<file path="config.mk">
export PLATFORM = sky130hd
export DESIGN_NAME = wdt_keyed
export DESIGN_NICKNAME = d
export VERILOG_FILES = /design/src/rtl/wdt_pkg.sv /design/src/rtl/wdt_keyseq.sv /design/src/rtl/wdt_sel.sv /design/src/rtl/wdt_count.sv /design/src/rtl/wdt_keyed.sv
export SDC_FILE = /design/constraint.sdc
export NUM_CORES = 1
export LEC_CHECK = 0
export BUFFER_PORTS_ARGS = -buffer_cell sky130_fd_sc_hd__buf_4
export CORE_MARGIN = 10
export CORE_UTILIZATION = 30
export DETAILED_ROUTE_END_ITERATION = 6
export SLEW_MARGIN = 15
export SYNTH_ARGS = -nofsm -noshare
export SYNTH_HDL_FRONTEND = slang
export SYNTH_SLANG_ARGS = --single-unit
</file>
<file path="constraint.sdc">
create_clock -name clk_i -period 3.6 [get_ports clk_i]
set_clock_uncertainty 0.05 [all_clocks]
set_input_delay 0.36 -clock clk_i [delete_from_list [all_inputs] [get_ports clk_i]]
set_output_delay 0.36 -clock clk_i [all_outputs]
set_load 0.01 [all_outputs]
</file>
<file path="src/rtl/wdt_pkg.sv">
package wdt_pkg;
  localparam logic [15:0] KEY_UNLOCK_A  = 16'h3333;
  localparam logic [15:0] KEY_UNLOCK_B  = 16'hCCCC;
  localparam logic [15:0] KEY_REFRESH_A = 16'hAAAA;
  localparam logic [15:0] KEY_REFRESH_B = 16'h5555;

  typedef enum logic [1:0] {
    KS_IDLE,
    KS_UNLOCK1,
    KS_OPEN,
    KS_REFRESH1
  } key_st_e;
endpackage

</file>
<file path="src/rtl/wdt_keyseq.sv">
module wdt_keyseq
  import wdt_pkg::*;
(
  input  logic        clk_i,
  input  logic        rst_ni,
  input  logic        wr_en_i,
  input  logic [15:0] wr_data_i,
  output logic        ctrl_we_o,
  output logic        refresh_o
);
  key_st_e st_q, st_d;

  always_comb begin
    st_d      = st_q;
    ctrl_we_o = 1'b0;
    refresh_o = 1'b0;
    if (wr_en_i) begin
      unique case (st_q)
        KS_IDLE: begin
          if (wr_data_i == KEY_UNLOCK_A)       st_d = KS_UNLOCK1;
          else if (wr_data_i == KEY_REFRESH_A) st_d = KS_REFRESH1;
          else                                 st_d = KS_IDLE;
        end
        KS_UNLOCK1: st_d = (wr_data_i == KEY_UNLOCK_B) ? KS_OPEN : KS_IDLE;
        KS_OPEN: begin
          ctrl_we_o = 1'b1;
          st_d      = KS_IDLE;
        end
        KS_REFRESH1: begin
          refresh_o = (wr_data_i == KEY_REFRESH_B);
          st_d      = KS_IDLE;
        end
        default: st_d = KS_IDLE;
      endcase
    end
  end

  always_ff @(posedge clk_i or negedge rst_ni)
    if (!rst_ni) st_q <= KS_IDLE;
    else         st_q <= st_d;

  // one write only while open
  p_open_single_r2: assert property (@(posedge clk_i) disable iff (!rst_ni)
    (st_q == KS_OPEN && wr_en_i) |=> (st_q == KS_IDLE));

  // mismatched second word drops to idle
  p_bad_word_idle_r4: assert property (@(posedge clk_i) disable iff (!rst_ni)
    ((st_q == KS_UNLOCK1 || st_q == KS_REFRESH1) && wr_en_i) |=> (st_q != KS_UNLOCK1 && st_q != KS_REFRESH1));

  // idle cycles hold the state
  p_no_write_hold_r4: assert property (@(posedge clk_i) disable iff (!rst_ni)
    !wr_en_i |=> $stable(st_q));
endmodule

</file>
<file path="src/rtl/wdt_sel.sv">
module wdt_sel #(
  parameter int SEL_W = 7,
  localparam int K_W  = $clog2(SEL_W + 1)
) (
  input  logic [SEL_W-1:0] field_i,   // field_i[k-1] is control bit k
  output logic [K_W-1:0]   sel_k_o,
  output logic             sel_vld_o
);
  always_comb begin
    sel_k_o   = '0;
    sel_vld_o = 1'b0;
    for (int k = SEL_W; k >= 1; k--) begin
      if (field_i[k-1]) begin
        sel_k_o   = K_W'(k);
        sel_vld_o = 1'b1;
      end
    end
  end
endmodule

</file>
<file path="src/rtl/wdt_count.sv">
module wdt_count #(
  parameter int PRESCALE = 4,
  parameter int CNT_W    = 31,
  localparam int PRE_W   = (PRESCALE > 1) ? $clog2(PRESCALE) : 1
) (
  input  logic             clk_i,
  input  logic             rst_ni,
  input  logic             run_i,
  input  logic             clear_i,
  input  logic [CNT_W-1:0] term_i,
  output logic             wd_reset_o
);
  logic [PRE_W-1:0] pre_q;
  logic [CNT_W-1:0] cnt_q;
  logic             tick;

  assign tick = (pre_q == PRE_W'(PRESCALE - 1));

  always_ff @(posedge clk_i or negedge rst_ni) begin
    if (!rst_ni) begin
      pre_q      <= '0;
      cnt_q      <= '0;
      wd_reset_o <= 1'b0;
    end else begin
      wd_reset_o <= 1'b0;
      if (clear_i || !run_i) begin
        pre_q <= '0;
        cnt_q <= '0;
      end else if (tick) begin
        pre_q <= '0;
        if (cnt_q >= term_i) begin
          cnt_q      <= '0;
          wd_reset_o <= 1'b1;
        end else begin
          cnt_q <= cnt_q + 1'b1;
        end
      end else begin
        pre_q <= pre_q + 1'b1;
      end
    end
  end

  p_pulse_one_clk_r8: assert property (@(posedge clk_i) disable iff (!rst_ni)
    wd_reset_o |=> !wd_reset_o);

  p_stopped_quiet_r5: assert property (@(posedge clk_i) disable iff (!rst_ni)
    !run_i |=> (!wd_reset_o && cnt_q == '0));

  p_clear_restarts_r9: assert property (@(posedge clk_i) disable iff (!rst_ni)
    clear_i |=> (cnt_q == '0 && pre_q == '0 && !wd_reset_o));

  p_no_overrun_r6: assert property (@(posedge clk_i) disable iff (!rst_ni)
    run_i |-> (cnt_q <= term_i));
endmodule

</file>
<file path="src/rtl/wdt_keyed.sv">
module wdt_keyed #(
  parameter int BASE_EXP = 23,
  parameter int SEL_W    = 7,   // at most 13
  parameter int PRESCALE = 4,
  localparam int CNT_W   = BASE_EXP + SEL_W + 1,
  localparam int K_W     = $clog2(SEL_W + 1)
) (
  input  logic        clk_i,
  input  logic        rst_ni,
  input  logic        wr_en_i,
  input  logic [15:0] wr_data_i,
  output logic        wd_reset_o,
  output logic [15:0] ctrl_o
);
  logic             ctrl_we, refresh;
  logic [15:0]      ctrl_q;
  logic [K_W-1:0]   sel_k;
  logic             sel_vld, run;
  logic [CNT_W-1:0] term;

  wdt_keyseq u_keys (
    .clk_i     (clk_i),
    .rst_ni    (rst_ni),
    .wr_en_i   (wr_en_i),
    .wr_data_i (wr_data_i),
    .ctrl_we_o (ctrl_we),
    .refresh_o (refresh)
  );

  always_ff @(posedge clk_i or negedge rst_ni)
    if (!rst_ni)      ctrl_q <= '0;
    else if (ctrl_we) ctrl_q <= wr_data_i;

  wdt_sel #(.SEL_W(SEL_W)) u_sel (
    .field_i   (ctrl_q[SEL_W:1]),
    .sel_k_o   (sel_k),
    .sel_vld_o (sel_vld)
  );

  assign run  = ctrl_q[15] & ctrl_q[14] & sel_vld;
  assign term = (CNT_W'(1) << (BASE_EXP + int'(sel_k))) - CNT_W'(1);

  wdt_count #(.PRESCALE(PRESCALE), .CNT_W(CNT_W)) u_cnt (
    .clk_i      (clk_i),
    .rst_ni     (rst_ni),
    .run_i      (run),
    .clear_i    (ctrl_we | refresh),
    .term_i     (term),
    .wd_reset_o (wd_reset_o)
  );

  assign ctrl_o = ctrl_q;

  p_ctrl_only_open_r2: assert property (@(posedge clk_i) disable iff (!rst_ni)
    !$stable(ctrl_q) |-> $past(ctrl_we));

  p_refresh_keeps_cfg_r3: assert property (@(posedge clk_i) disable iff (!rst_ni)
    refresh |=> $stable(ctrl_q));

  p_one_action_r4: assert property (@(posedge clk_i) disable iff (!rst_ni)
    !(ctrl_we && refresh));
endmodule

</file>
; After elaboration in Yosys (flattened, before gate mapping)
; Index checks and enable logic that the tools add are counted.
[word_totals]
regBits = 52
latch_bits = 0
ram_bits = 0
rom_bits = 0
input_bits = 19
output_inout_bits = 17
n_memories = 0
[op_classes]
add_sub_neg = 4
n_mul = 0
n_div = 0
magnitude_cmp = 1
n_eq_ne = 8
shifts = 1
mux = 30
bitwise_logic = 3
reduce_logical = 5
[ops]
columns = op, count
row1 = $mux W31, 3
row2 = $eq A16 B16 Y1 const B, 2
row3 = $add A31 B1 Y31 const B, 1
row4 = $ge A31 B31 Y1, 1
row5 = $shl A1 B6 Y31 const A, 1
row6 = $sub A31 B2 Y31 const B, 1
row7 = $mux W3, 7
row8 = $eq A16 B14 Y1 const B, 1
row9 = $eq A16 B15 Y1 const B, 1
row10 = $mux W1, 14
row11 = $mux W2, 5
row12 = $add A5 B3 Y6 const A, 1
row13 = $eq A2 B2 Y1 const B, 3
row14 = $pmux W2 S3, 1
row15 = $add A2 B1 Y2 const B, 1
row16 = $and A1 B1 Y1, 2
row17 = $eq A2 B1 Y1 const B, 1
row18 = $logic_not A2 Y1, 1
row19 = $reduce_bool A2 Y1, 1
row20 = $reduce_or A2 Y1, 1
row21 = $logic_not A1 Y1, 1
row22 = $logic_or A1 B1 Y1, 1
row23 = $or A1 B1 Y1, 1

; Longest topological paths before layout
[depth]
word_depth = 14
mapped_depth = 13
mapped_depth_nobuf = 11

; Modules after synthesis
; Synthesis repeated with hierarchy kept, for this count alone.
[unflattened]
cells_unflattened = 414
area_unflattened_um2 = 3689.8
[by_module_without_submodules]
columns = mod, instances, cells_per_inst, area_each_um2
row1 = wdt_count, 1, 321, 2660.1
row2 = wdt_keyed, 1, 55, 743.2
row3 = wdt_keyseq, 1, 25, 216.5
row4 = wdt_sel, 1, 13, 70.1

; Worst setup path before layout
; No wires, ideal clock.
[synth_timing]
kind = reg2reg
startpoint = reg ctrl_q[1] (netlist: ctrl_o[1])
endpoint = reg u_cnt.cnt_q[28]
setup_ps = 82
arrival_ps = 2699
required_time_ps = 3468
path_slack_ps = 769
stages_incl_launch_ff = 11
path_buffers = 0
period_less_slack_ps = 2831
cell_sequence = dfrtp_1 > or3_1 > nor3_1 > o21ai_0 > ha_1 > a21o_1 > a21oi_1 > o221ai_1 > a211oi_2 > or4b_1 > a31oi_1
[synth_via]
elab_chain_len = 8
elab_cells_between_ends = 13
classes_between = add/sub: 2 / order compare: 1 / shift: 1 / mux: 5 / bitwise: 1 / reduce/logical: 3
[synth_lines]
columns = element, line_no
row1 = start: declaration, wdt_keyed.sv:16  ; logic [15:0] ctrl_q;
row2 = start signal: assignment, wdt_keyed.sv:32  ; else if (ctrl_we) ctrl_q <= wr_data_i;
row3 = $mux W3, wdt_sel.sv:13  ; if (field_i[k-1]) begin
row4 = $add A5 B3 Y6, wdt_keyed.sv:41  ; assign term = (CNT_W'(1) << (BASE_EXP + int'(sel_k))) - CNT_W'(1);
row5 = $shl A1 B6 Y31, wdt_keyed.sv:41
row6 = $sub A31 B2 Y31, wdt_keyed.sv:41
row7 = $ge A31 B31 Y1, wdt_count.sv:31  ; if (cnt_q >= term_i) begin
row8 = $mux W31, wdt_count.sv:31
row9 = $mux W31, wdt_count.sv:29  ; end else if (tick) begin
row10 = $mux W31, wdt_count.sv:26  ; if (clear_i || !run_i) begin
row11 = end signal: assignment, wdt_count.sv:35  ; cnt_q <= cnt_q + 1'b1;
row12 = end: declaration, wdt_count.sv:14  ; logic [CNT_W-1:0] cnt_q;
; Several ways; a longest one is shown, not always the timed one. The select of a mux whose other input is x is not followed.
; A chain may end at the register's enable or synchronous reset.

; Worst setup path in the final report
[layout_timing]
startpoint = reg ctrl_q[1] (netlist: ctrl_o[1])
endpoint = reg u_cnt.cnt_q[25]
; Same word-level chain as after synthesis.

==> summary.txt <==
Logic synthesis
  • Yosys Warn Count: 0
  • Area contributors post-synth: dfrtp_1 (41%), nand3_1 (6.5%), mux2_2 (6.1%)
  • Post-Synthesis Cells: 349
  • Share of Yosys cell area claimed by the top area cell type: 0.4130
  • Mean Syn Cell Area: 9.027 µm²
  • EDFF count, synth: 0
  • Synth area leader: dfrtp_1
  • FFs w/ async S/R, synth: 1.000
  • Ys flop type: dfrtp_1
  • Seq cells post-synth: 52
  • Sequential-to-total area share from yosys stat: 0.4130
  • Post-Syn Area: 3151 µm²
  • Synth cell types: 43

Setup path
  • Critical path peak fanout: 8
  • R2r setup slk: 0.35 ns
  • Worst path required time: 3.80 ns
  • Crit Path Class: reg -> reg
  • Crit end category: flop
  • Worst Setup Start Kind: flop
  • Arrival @ worst endpoint: 3.45 ns
  • Worst Reg-to-Reg Cells: 10

Global routing
  • Initial antenna violation count: 0
  • Largest net degree at the start of global routing: 53
  • Total gr overflow: 0
  • Number of global-route vias before repair: 2813
  • Total track usage: 0.1126
  • First-pass GRT wire length: 13.94 mm

Detailed routing
  • Per-cell routed wire length: 15.59 µm
  • Pre-Repair DR Iteration Count: 4
  • Vias per cell: 5.366
  • Top Metal Used: met4
  • Vias: 2785
  • Met3 wire length: 572 µm
  • # DRC: 0
  • DRT antenna net count: 0
  • M1 wire length: 3.859 mm
  • WL final: 8.093 mm
  • Met2 Wirelength: 3.560 mm
  • DR iter-0 viols: 152

STA
  • Setup violators final: 0
  • Setup TNS: 0 ns
  • Fmax: 0.3073 GHz
  • Final WS setup: 0.3463 ns
  • Worst slew pin tran: 0.6842 ns
  • Tcrit/Tclk final: 0.9038
  • Final hold violations: 0
  • Min Tclk post-route: 3.254 ns
  • Relative slew slack: 0.5439
  • WHS: 0.02176 ns
  • RSZ-0062 raised after global routing: no
  • Fin. max-slew vios: 0

CTS
  • Clock transition at path regs: 0.10 ns
  • Clock sinks: 52
  • TritonCTS Buffers: 5
  • H-tree Lvls: 2
  • Insertion delay to the later sink of the worst-skew pair: 0.32 ns
  • CTS Buffer Depth: 2
  • Master cell of the clock root buffer: clkbuf_8
  • # Post-CTS Setup Buffers: 0
  • CTS-repair resized insts: 0
  • CTS Hold Buffers Added: 0
  • TritonCTS clock tree: done

Worst hold path
  • Worst min path class: in -> async

Pwr
  • Pleak: 1.519 nW
  • PwrDens: 283.9 nW/µm²
  • Total power: 1.047 mW
  • Maximum VDD drop: 146.8 µV

Layout
  • Fillcell total: 1053
  • N_diodes: 0
  • Most frequent cells in the layout: dfrtp_1 (52), nand2_1 (42), nand3_1 (41), buf_4 (40), nor2_1 (28)
  • Fin util: 0.3589
  • Fin area: 3689 µm²
  • Post-Layout Cell Count: 519
  • Commonest non-fill, non-tap cell in the layout: dfrtp_1
  • Synthesis-to-layout area growth: 17.08%
  • Fraction of layout cells with a size suffix above 1: 0.1854
  • Nets: 415

Placement
  • Placer Congestion: 0.7978
  • Dpl cell area: 3577 µm²
  • Placed cells: 511
  • Post-Place Worst Slack: 0.3751 ns
  • Hpwl dp: 5.731 mm
  • PortBufs: 35

Status
  • Status: complete, no violations

Floorplanning
  • Die X: 122.5 µm
  • Die ar.: 15000 µm²
  • Die height: 122.5 µm
  • Site Rows: 37
  • Placeable Area: 10280 µm²
  • Starting density of the core: 0.3065
  • Top Ports: 36

Flow run
  • Max-Cap Viols: 0
## layer usage
| layer | up-vias | track usage |
|---|---|---|
| met5 | - | 0 |
| li1 | 1357 | - |
| met4 | 0 | 0.03608 |
| met1 | 1353 | 0.1486 |
| met2 | 64 | 0.1696 |
| met3 | 11 | 0.03811 |
## flip-flops by register name, summed over array words and instances (netlist names)
signal and flops:
u_keys.st_q 2, u_cnt.cnt_q 31, u_cnt.pre_q 2, ctrl_o 16, u_cnt.wd_reset_o 1
## path summary, 6_finish.rpt
check | start | end
worst max-delay path | ctrl_o[1] | u_cnt.cnt_q[25]
worst min-delay path | rst_ni | u_cnt.cnt_q[15]
worst max register to register | ctrl_o[1] | u_cnt.cnt_q[25]
worst min register to register | u_cnt.pre_q[0] | u_cnt.pre_q[0]
max in group asynchronous | rst_ni | ctrl_o[15]
min in group clk_i | wr_en_i | u_keys.st_q[0]
## cell families (layout without fill, tap and decap cells)
kind of cell / Yosys count / count (layout) / share of synthesized area
XOR/XNOR: 4 / 4 / 0.01112
flip-flops: 52 / 52 / 0.4130
adder cells (fa/ha/maj): 14 / 14 / 0.05560
multiplexers: 17 / 17 / 0.06076
AO/OA/AOI/OAI: 55 / 55 / 0.1164
other: 1 / 2 / 0.001190
buffers and inverters: 26 / 59 / 0.03574
AND/OR/NAND/NOR: 180 / 180 / 0.3062
## synthesized netlist by cell type (3+ instances only)
master and number:
mux2_2 17, nand3b_1 8, and2_1 3, nor4_1 5, nor4b_1 4, clkbuf_1 12, a21oi_1 8, o21ai_0 4
nand2_1 42, nand3_1 41, dfrtp_1 52, inv_1 10, nand4b_1 6, or3_1 3, nor2_1 28, o211ai_1 4
a211o_1 3, nor4bb_1 5, a31oi_1 24, ha_1 14, nand4_1 9, buf_4 4, xor2_1 3, nor3_1 12
## worst max-delay path: stages, from the launching register on
cell and delay (ns):
dfrtp_1 0.43, or3_1 0.39, nor3_1 0.20, o21ai_0 0.13, ha_1 0.30, a21o_1 0.18
a21oi_1 0.15, o221ai_1 0.28, a211oi_4 0.43, or4b_1 0.47, a31oi_1 0.17
## where the power goes
| group | total, mW | internal (mW) | switching [mW] |
|---|---|---|---|
| Sequential | 0.584 | 0.584 | 0.0000645 |
| Combinational | 0.0414 | 0.0182 | 0.0232 |
| Clock | 0.422 | 0.206 | 0.216 |
| Total | 1.05 | 0.808 | 0.239 |
## cell type report
class                      instances  area, µm²  share of cell area
tap                              136      170.2             0.04613
inverter                          10      37.54             0.01018
multi-input combinational        272       1748              0.4739
clock inverter                     3      42.54             0.01153
sequential                        52       1301              0.3528
timing repair buffer              41      320.3             0.08684
clock buffer                       5      68.82             0.01866
(Power assumes the default switching activity.)
